[src/rtl/dram_rfsh_pkg.sv]
package dram_rfsh_pkg;

    typedef enum logic [1:0] {
        ST_PAUSE,
        ST_WAKE,
        ST_RUN
    } ctl_state_e;

    typedef enum logic [2:0] {
        SQ_IDLE,
        SQ_GAP,
        SQ_CSR,
        SQ_CHR,
        SQ_RASLO,
        SQ_PRE
    } seq_state_e;

    typedef struct packed {
        logic ras_n;
        logic cas_n;
    } strobe_t;

endpackage

[src/rtl/rfsh_tick_counter.sv]
module rfsh_tick_counter #(
    parameter int LIMIT = 3120
) (
    input  logic clk,
    input  logic rst_n,
    input  logic en,
    output logic tick
);
    localparam int CW = (LIMIT > 1) ? $clog2(LIMIT) : 1;

    logic [CW-1:0] cnt_q;

    assign tick = en && (cnt_q == CW'(LIMIT - 1));

    always_ff @(posedge clk or negedge rst_n) begin
        if (!rst_n) begin
            cnt_q <= '0;
        end else if (!en) begin
            cnt_q <= '0;
        end else if (tick) begin
            cnt_q <= '0;
        end else begin
            cnt_q <= cnt_q + CW'(1);
        end
    end

    generate
        if (LIMIT > 1) begin : g_spacing
            // an expiry is never followed at once by another
            a_r7_tick_spacing : assert property (@(posedge clk) disable iff (!rst_n)
                tick |=> !tick);
        end
    endgenerate

endmodule

[src/rtl/rfsh_owed_counter.sv]
module rfsh_owed_counter #(
    parameter int MAX = 8,
    parameter int W   = 4
) (
    input  logic         clk,
    input  logic         rst_n,
    input  logic         clr,
    input  logic         inc,
    input  logic         dec,
    output logic [W-1:0] owed,
    output logic         sat
);
    logic [W-1:0] owed_q;

    assign owed = owed_q;
    assign sat  = (owed_q == W'(MAX));

    always_ff @(posedge clk or negedge rst_n) begin
        if (!rst_n) begin
            owed_q <= '0;
        end else if (clr) begin
            owed_q <= '0;
        end else if (inc && !dec && !sat) begin
            owed_q <= owed_q + W'(1);
        end else if (dec && !inc && (owed_q != '0)) begin
            owed_q <= owed_q - W'(1);
        end
    end

    // the backlog grows by at most one per cycle
    a_r7_owed_step : assert property (@(posedge clk) disable iff (!rst_n)
        !clr |=> ({1'b0, owed_q} <= ({1'b0, $past(owed_q)} + (W+1)'(1))));

    // a saturated count is never exceeded
    a_r10_sat_hold : assert property (@(posedge clk) disable iff (!rst_n)
        (sat && !clr && !dec) |=> sat);

endmodule

[src/rtl/rfsh_strobe_seq.sv]
module rfsh_strobe_seq
    import dram_rfsh_pkg::*;
#(
    parameter int RPC_CYC = 1,
    parameter int CSR_CYC = 1,
    parameter int CHR_CYC = 2,
    parameter int RAS_CYC = 12,
    parameter int PRE_CYC = 8
) (
    input  logic clk,
    input  logic rst_n,
    input  logic start,
    output logic busy,
    output logic done,
    output logic ras_n,
    output logic cas_n
);
    localparam int L_RLO   = RAS_CYC - CHR_CYC;
    localparam int MAX_A   = (RPC_CYC > CSR_CYC) ? RPC_CYC : CSR_CYC;
    localparam int MAX_B   = (CHR_CYC > L_RLO) ? CHR_CYC : L_RLO;
    localparam int MAX_C   = (MAX_A > MAX_B) ? MAX_A : MAX_B;
    localparam int MAX_LEN = (MAX_C > PRE_CYC) ? MAX_C : PRE_CYC;
    localparam int CW      = $clog2(MAX_LEN + 1);
    localparam int MW      = $clog2(RAS_CYC + PRE_CYC + CSR_CYC + 4) + 1;

    seq_state_e    st_q, st_d;
    logic [CW-1:0] cnt_q, cnt_d;
    strobe_t       strb;

    // state and length counter register
    always_ff @(posedge clk or negedge rst_n) begin
        if (!rst_n) begin
            st_q  <= SQ_IDLE;
            cnt_q <= '0;
        end else begin
            st_q  <= st_d;
            cnt_q <= cnt_d;
        end
    end

    // next state
    always_comb begin
        st_d  = st_q;
        cnt_d = (cnt_q != '0) ? cnt_q - CW'(1) : cnt_q;
        done  = 1'b0;
        unique case (st_q)
            SQ_IDLE: begin
                cnt_d = cnt_q;
                if (start) begin
                    st_d  = SQ_GAP;
                    cnt_d = CW'(RPC_CYC - 1);
                end
            end
            SQ_GAP: begin
                if (cnt_q == '0) begin
                    st_d  = SQ_CSR;
                    cnt_d = CW'(CSR_CYC - 1);
                end
            end
            SQ_CSR: begin
                if (cnt_q == '0) begin
                    st_d  = SQ_CHR;
                    cnt_d = CW'(CHR_CYC - 1);
                end
            end
            SQ_CHR: begin
                if (cnt_q == '0) begin
                    st_d  = SQ_RASLO;
                    cnt_d = CW'(L_RLO - 1);
                end
            end
            SQ_RASLO: begin
                if (cnt_q == '0) begin
                    st_d  = SQ_PRE;
                    cnt_d = CW'(PRE_CYC - 1);
                end
            end
            SQ_PRE: begin
                if (cnt_q == '0) begin
                    st_d = SQ_IDLE;
                    done = 1'b1;
                end
            end
            default: begin
                st_d  = SQ_IDLE;
                cnt_d = '0;
            end
        endcase
    end

    // strobe outputs decoded from state
    always_comb begin
        unique case (st_q)
            SQ_CSR:   strb = '{ras_n: 1'b1, cas_n: 1'b0};
            SQ_CHR:   strb = '{ras_n: 1'b0, cas_n: 1'b0};
            SQ_RASLO: strb = '{ras_n: 1'b0, cas_n: 1'b1};
            default:  strb = '{ras_n: 1'b1, cas_n: 1'b1};
        endcase
    end

    assign ras_n = strb.ras_n;
    assign cas_n = strb.cas_n;
    assign busy  = (st_q != SQ_IDLE);

    // run-length monitors used only by the assertions below
    logic [MW-1:0] ras_lo_run, ras_hi_run, cas_lead_run;

    always_ff @(posedge clk or negedge rst_n) begin
        if (!rst_n) begin
            ras_lo_run   <= '0;
            ras_hi_run   <= '1;
            cas_lead_run <= '0;
        end else begin
            ras_lo_run   <= ras_n ? '0 : ((ras_lo_run == '1) ? ras_lo_run : ras_lo_run + MW'(1));
            ras_hi_run   <= !ras_n ? '0 : ((ras_hi_run == '1) ? ras_hi_run : ras_hi_run + MW'(1));
            cas_lead_run <= (cas_n || !ras_n) ? '0 :
                            ((cas_lead_run == '1) ? cas_lead_run : cas_lead_run + MW'(1));
        end
    end

    // CAS is already low when RAS falls, for exactly the lead time
    a_r4_cas_lead : assert property (@(posedge clk) disable iff (!rst_n)
        $fell(ras_n) |-> (cas_lead_run == MW'(CSR_CYC)));

    // CAS never falls while RAS is low
    a_r4_no_cas_fall_in_ras : assert property (@(posedge clk) disable iff (!rst_n)
        $fell(cas_n) |-> ras_n);

    // RAS low width
    a_r5_ras_width : assert property (@(posedge clk) disable iff (!rst_n)
        $rose(ras_n) |-> (ras_lo_run == MW'(RAS_CYC)));

    // precharge before the next RAS fall
    a_r6_precharge : assert property (@(posedge clk) disable iff (!rst_n)
        $fell(ras_n) |-> (ras_hi_run >= MW'(PRE_CYC)));

endmodule

[src/rtl/dram_refresh_seq.sv]
module dram_refresh_seq
    import dram_rfsh_pkg::*;
#(
    parameter int       PAUSE_CYC    = 40000,
    parameter int       INTERVAL_CYC = 3120,
    parameter int       WAKE_CNT     = 8,
    parameter int       OWED_MAX     = 8,
    parameter int       RPC_CYC      = 1,
    parameter int       CSR_CYC      = 1,
    parameter int       CHR_CYC      = 2,
    parameter int       RAS_CYC      = 12,
    parameter int       PRE_CYC      = 8,
    parameter bit [1:0] CAS_MASK     = 2'b11,
    localparam int      OWED_W       = $clog2(OWED_MAX + 1)
) (
    input  logic              clk,
    input  logic              rst_n,
    input  logic              bus_gnt,
    output logic              bus_req,
    output logic              ras_n,
    output logic              lcas_n,
    output logic              ucas_n,
    output logic              ready,
    output logic [OWED_W-1:0] owed_cnt,
    output logic              err_sticky
);
    localparam int WAKE_W = $clog2(WAKE_CNT + 1);

    ctl_state_e        st_q, st_d;
    logic [WAKE_W-1:0] wake_q, wake_d;
    logic              err_q;

    logic pause_tick, ivl_tick;
    logic owed_clr, owed_dec, owed_sat;
    logic seq_start, seq_busy, seq_done, seq_ras_n, seq_cas_n;
    logic pending;
    logic [1:0] cas_lane;

    rfsh_tick_counter #(.LIMIT(PAUSE_CYC)) u_pause (
        .clk  (clk),
        .rst_n(rst_n),
        .en   (st_q == ST_PAUSE),
        .tick (pause_tick)
    );

    rfsh_tick_counter #(.LIMIT(INTERVAL_CYC)) u_ivl (
        .clk  (clk),
        .rst_n(rst_n),
        .en   (st_q != ST_PAUSE),
        .tick (ivl_tick)
    );

    rfsh_owed_counter #(.MAX(OWED_MAX), .W(OWED_W)) u_owed (
        .clk  (clk),
        .rst_n(rst_n),
        .clr  (owed_clr),
        .inc  (ivl_tick),
        .dec  (owed_dec),
        .owed (owed_cnt),
        .sat  (owed_sat)
    );

    rfsh_strobe_seq #(
        .RPC_CYC(RPC_CYC),
        .CSR_CYC(CSR_CYC),
        .CHR_CYC(CHR_CYC),
        .RAS_CYC(RAS_CYC),
        .PRE_CYC(PRE_CYC)
    ) u_seq (
        .clk  (clk),
        .rst_n(rst_n),
        .start(seq_start),
        .busy (seq_busy),
        .done (seq_done),
        .ras_n(seq_ras_n),
        .cas_n(seq_cas_n)
    );

    // work pending and bus handshake
    always_comb begin
        unique case (st_q)
            ST_WAKE: pending = (wake_q != '0);
            ST_RUN:  pending = (owed_cnt != '0) && !owed_sat;
            default: pending = 1'b0;
        endcase
    end

    assign seq_start = pending && !seq_busy && bus_gnt;
    assign bus_req   = pending || seq_busy;
    assign owed_clr  = (st_q != ST_RUN) || owed_sat;
    assign owed_dec  = seq_done && (st_q == ST_RUN);

    // state register
    always_ff @(posedge clk or negedge rst_n) begin
        if (!rst_n) begin
            st_q   <= ST_PAUSE;
            wake_q <= '0;
            err_q  <= 1'b0;
        end else begin
            st_q   <= st_d;
            wake_q <= wake_d;
            err_q  <= err_q || (owed_sat && (st_q == ST_RUN));
        end
    end

    // next state and burst count
    always_comb begin
        st_d   = st_q;
        wake_d = wake_q;
        unique case (st_q)
            ST_PAUSE: begin
                if (pause_tick) begin
                    st_d   = ST_WAKE;
                    wake_d = WAKE_W'(WAKE_CNT);
                end
            end
            ST_WAKE: begin
                if (seq_done && (wake_q != '0)) begin
                    wake_d = wake_q - WAKE_W'(1);
                end
                if ((wake_q == '0) && !seq_busy) begin
                    st_d = ST_RUN;
                end
            end
            ST_RUN: begin
                if (owed_sat) begin
                    st_d   = ST_WAKE;
                    wake_d = WAKE_W'(WAKE_CNT);
                end
            end
            default: begin
                st_d   = ST_PAUSE;
                wake_d = '0;
            end
        endcase
    end

    // outputs
    always_comb begin
        ready      = (st_q == ST_RUN);
        err_sticky = err_q;
        ras_n      = seq_ras_n;
    end

    generate
        for (genvar i = 0; i < 2; i++) begin : g_cas
            if (CAS_MASK[i]) begin : g_on
                assign cas_lane[i] = seq_cas_n;
            end else begin : g_off
                assign cas_lane[i] = 1'b1;
            end
        end
    endgenerate

    assign lcas_n = cas_lane[0];
    assign ucas_n = cas_lane[1];

    // strobes and request quiet during the pause
    a_r2_quiet_pause : assert property (@(posedge clk) disable iff (!rst_n)
        (st_q == ST_PAUSE) |-> (ras_n && lcas_n && ucas_n && !bus_req));

    // ready rises only with the strobe machine idle
    a_r3_ready_idle : assert property (@(posedge clk) disable iff (!rst_n)
        $rose(ready) |-> (!seq_busy && ras_n));

    // a cycle starts only after a grant
    a_r8_start_gnt : assert property (@(posedge clk) disable iff (!rst_n)
        $rose(seq_busy) |-> $past(bus_gnt));

    // request covers the whole cycle
    a_r8_req_hold : assert property (@(posedge clk) disable iff (!rst_n)
        seq_busy |-> bus_req);

    // saturation drops ready next cycle
    a_r10_sat_drop : assert property (@(posedge clk) disable iff (!rst_n)
        (owed_cnt == OWED_W'(OWED_MAX)) |=> (!ready && err_sticky));

    // error flag is sticky
    a_r11_err_sticky : assert property (@(posedge clk) disable iff (!rst_n)
        err_sticky |=> err_sticky);

endmodule

[config.mk]
export PLATFORM = sky130hd
export DESIGN_NAME = dram_refresh_seq
export DESIGN_NICKNAME = d
export VERILOG_FILES = /design/src/rtl/dram_rfsh_pkg.sv /design/src/rtl/rfsh_tick_counter.sv /design/src/rtl/rfsh_owed_counter.sv /design/src/rtl/rfsh_strobe_seq.sv /design/src/rtl/dram_refresh_seq.sv
export SDC_FILE = /design/constraint.sdc
export NUM_CORES = 1
export LEC_CHECK = 0
export CORE_ASPECT_RATIO = 1.4
export CORE_MARGIN = 3
export CORE_UTILIZATION = 55
export DETAILED_ROUTE_END_ITERATION = 12
export GPL_TIMING_DRIVEN = 0
export PLACE_DENSITY = 0.75
export SYNTH_ARGS = -nofsm -noshare
export SYNTH_HDL_FRONTEND = slang
export SYNTH_SLANG_ARGS = --single-unit
[constraint.sdc]
create_clock -name clk -period 3.52 [get_ports clk]
set_input_delay 0.704 -clock clk [delete_from_list [all_inputs] [get_ports clk]]
set_output_delay 0.704 -clock clk [all_outputs]
set_load 0.01 [all_outputs]
==> results.cfg <==
[timing]
slew_headroom = 0.503
setup_violations = 0
max_clock_freq_mhz = 323
fin_skew_ns = 0.0109
fin_crit_ns = 3.09
hold_viol_final = 0
rsz0062_at_grt = no
min_period_over_period = 0.879
tns_ns = 0
slew_viol_final = 0
tightest_slew_ns = 0.738

[setup_path]
critPathCapture = bus_req
crit_chain = inv_1, ha_1, or3b_2, a22o_1, a21o_1, clkdlybuf4s50_1
cp.required_ns = 2.82
r2r_slack_ns = 0.63
r2r_cells = 12
cpPeakStageDelay_ns = 0.48
crit_fanout = 5
cp-end-kind = primary output
worst-path-buf-inv = 2
slowest_stage = or3b_2
startpoint = wake_q[0]$_DFFE_PN0P_
r2r_start = u_seq.cnt_q[0]$_DFFE_PN0P_
r2r_end = u_owed.owed[3]$_DFFE_PN0P_
cp-start-kind = flop
worstSetupPathType = reg -> out
crit_family = buffers and inverters
cp.depth = 6
arrival_ns = 2.39

[final_layout]
layout_common_cells = dfrtp_1 (46), nor2_1 (42), nand2_1 (20)
nNetsFinal = 322
final_common_cell = dfrtp_1
utilization = 0.647
antenna_cells = 0
drive_above_1_share = 0.0945
syn2layout_area_growth_pct = 11.3

[logic_synthesis]
ys_seq_elements = 46
synth_edf_count = 0
ys.warnings.count = 0
ys_async_sr_fraction = 1.00
yosysSeqAreaShare = 0.427
syn_area_um2 = 2700
avgSynthCellArea_um2 = 9.44
ys.flop_type = dfrtp_1
syn_nets = 302
postSynthCellCount = 286
synthDistinctLibCells = 55

[clock_network]
cts_tree = built
post_cts_buffers = 0
clkTransAtPathRegs_ns = 0.10
clock_sinks = 46
cts_resized = 0
holdBufCountCts = 0
htreeDepth = 2
cts_max_path_buffers = 2
clk-insertion-delay-late_ns = 0.31
cts_root_buffer = clkbuf_8
cts-buffers-inserted = 5

[global_route]
grt_max_degree = 40
overflow = 0
grt_usage = 0.198
grt_pass1_wl_mm = 8.98
antenna_found_initial = 0
grt_pass1_vias = 1996

[run_status]
status = finished clean

[floorplanning]
core_area_um2 = 4640
fp-row-count = 29
dieArea_um2 = 5800
io_pins = 13
die_x_um = 65.2
die_h_um = 88.9
start_util = 0.581

[power]
p_leak_nw = 1.32
p_int_w = 0.000674
peakVddDrop_mv = 0.227
power_density_nw_per_um2 = 293
switchingPower_w = 0.000206
pwr-share-comb = 0.016
p_sw_frac = 0.234
seqPwrFrac = 0.600
p_clk_frac = 0.383

[placement]
gp_congestion = 0.811
place_hpwl_mm = 3.70
portBuffers = 12

[route]
first_pass_iters = 4
num_vias = 2069
drtIter0Drc = 110
wl_per_cell_um = 13.8
drt-total-wl_mm = 5.10
antenna_left = 0
routed_via_density = 5.61
drcViolationCount = 0

[job]
max-cap-violations = 0

[hold_path]
min_path_type = in -> async
[worst reg2reg max path, cell delays in order, from the launching register on]
cell and delay, ns:
dfrtp_1 0.42, inv_1 0.10, ha_1 0.23, nand4bb_1 0.26
nor2_1 0.33, a21oi_1 0.11, o21ai_0 0.16, ha_1 0.30
a21o_1 0.17, a21oi_1 0.27, nor4_1 0.08, a41o_1 0.21
o21a_1 0.16
[cell usage after synthesis (3+ instances only)]
library cell / number / area, um^2
clkbuf_1: 4 / 15.0
o21ai_0: 4 / 20.0
nand4_1: 6 / 37.5
o22ai_1: 4 / 25.0
a21oi_1: 9 / 45.0
dfrtp_1: 46 / 1150
or3_1: 3 / 18.8
nand3_1: 15 / 75.1
nand2_1: 20 / 75.1
and3_1: 5 / 31.3
buf_4: 4 / 30.0
nor3_1: 8 / 40.0
xnor2_1: 11 / 96.3
inv_1: 18 / 67.6
a22o_1: 3 / 26.3
nor2_1: 42 / 158
ha_1: 12 / 150
xor2_1: 16 / 140
nor4_1: 3 / 18.8
and2_1: 3 / 18.8
nor2b_1: 4 / 25.0
[how the worst min path moves through the flow]
stage | from | end | slack (ns) | cells past startpoint
after CTS | rst_n | u_owed.owed[3]$_DFFE_PN0P_ | 0.23 | 1
after global placement | err_sticky$_DFF_PN0_ | err_sticky$_DFF_PN0_ | 0.45 | 1
after detailed placement | err_sticky$_DFF_PN0_ | err_sticky$_DFF_PN0_ | 0.46 | 1
final | rst_n | err_sticky$_DFF_PN0_ | 0.23 | 1
after global routing | rst_n | err_sticky$_DFF_PN0_ | 0.23 | 1
after floorplan | rst_n | err_sticky$_DFF_PN0_ | 0.41 | 0
[layer usage]
layer  vias up  global-route usage  share of wire
li1       1038                   -              -
met1       990               0.230           0.43
met2        35               0.359           0.53
met3         6              0.0330          0.024
met4         0              0.0811          0.015
met5         -                   0              0
[cells by family after synthesis]
group	count (synthesis)	share of synthesized area
AND/OR/NAND/NOR	126	0.238
AO/OA/AOI/OAI	42	0.123
adder cells (fa/ha/maj)	13	0.0630
multiplexers	3	0.0121
XOR/XNOR	27	0.0876
buffers and inverters	29	0.0496
flip-flops	46	0.427
[stage by stage]
stage / instances / setup slack [ns] / hold slack, ns / instance area, um^2 / total power, W
after global placement: 360 / 0.493 / 0.451 / 2900 / 0.000552
after global routing: 369 / 0.300 / 0.232 / 3000 / 0.000915
after detailed placement: 361 / 0.671 / 0.460 / 2910 / 0.000554
final: 369 / 0.428 / 0.231 / 3000 / 0.000880
after floorplan: 286 / 1.01 / 0.408 / 2700 / 0.000539
after CTS: 369 / 0.414 / 0.229 / 3000 / 0.000889
[final cells by class]
cell class              instances  area, um^2
inverters                      18        67.6
repair buffers                 13         135
clock buffers                   5        68.8
plain buffers                  11        66.3
well taps                      62        77.6
flip-flops and latches         46        1150
fillers                       423        1640
multi-input cells             211        1410
clock inverters                 3        23.8
[sequential cells by signal, summed over array words and instances, names as in the netlist]
register,flops
u_pause.cnt_q,16
u_ivl.cnt_q,12
u_owed.owed,4
u_seq.cnt_q,4
wake_q,4
u_seq.st_q,3
st_q,2
err_sticky,1
[power by group through the flow]
stage | registers, W | logic [W] | clock network (W)
5_1_grt | 0.000528 | 0.0000169 | 0.000370
6_report | 0.000528 | 0.0000145 | 0.000337
3_5_place_dp | 0.000538 | 0.0000154 | 0
3_3_place_gp | 0.000539 | 0.0000131 | 0
4_1_cts | 0.000528 | 0.0000154 | 0.000346
2_1_floorplan | 0.000539 | 0.0000000225 | 0
Note: power is estimated with default switching activity, not from simulation.
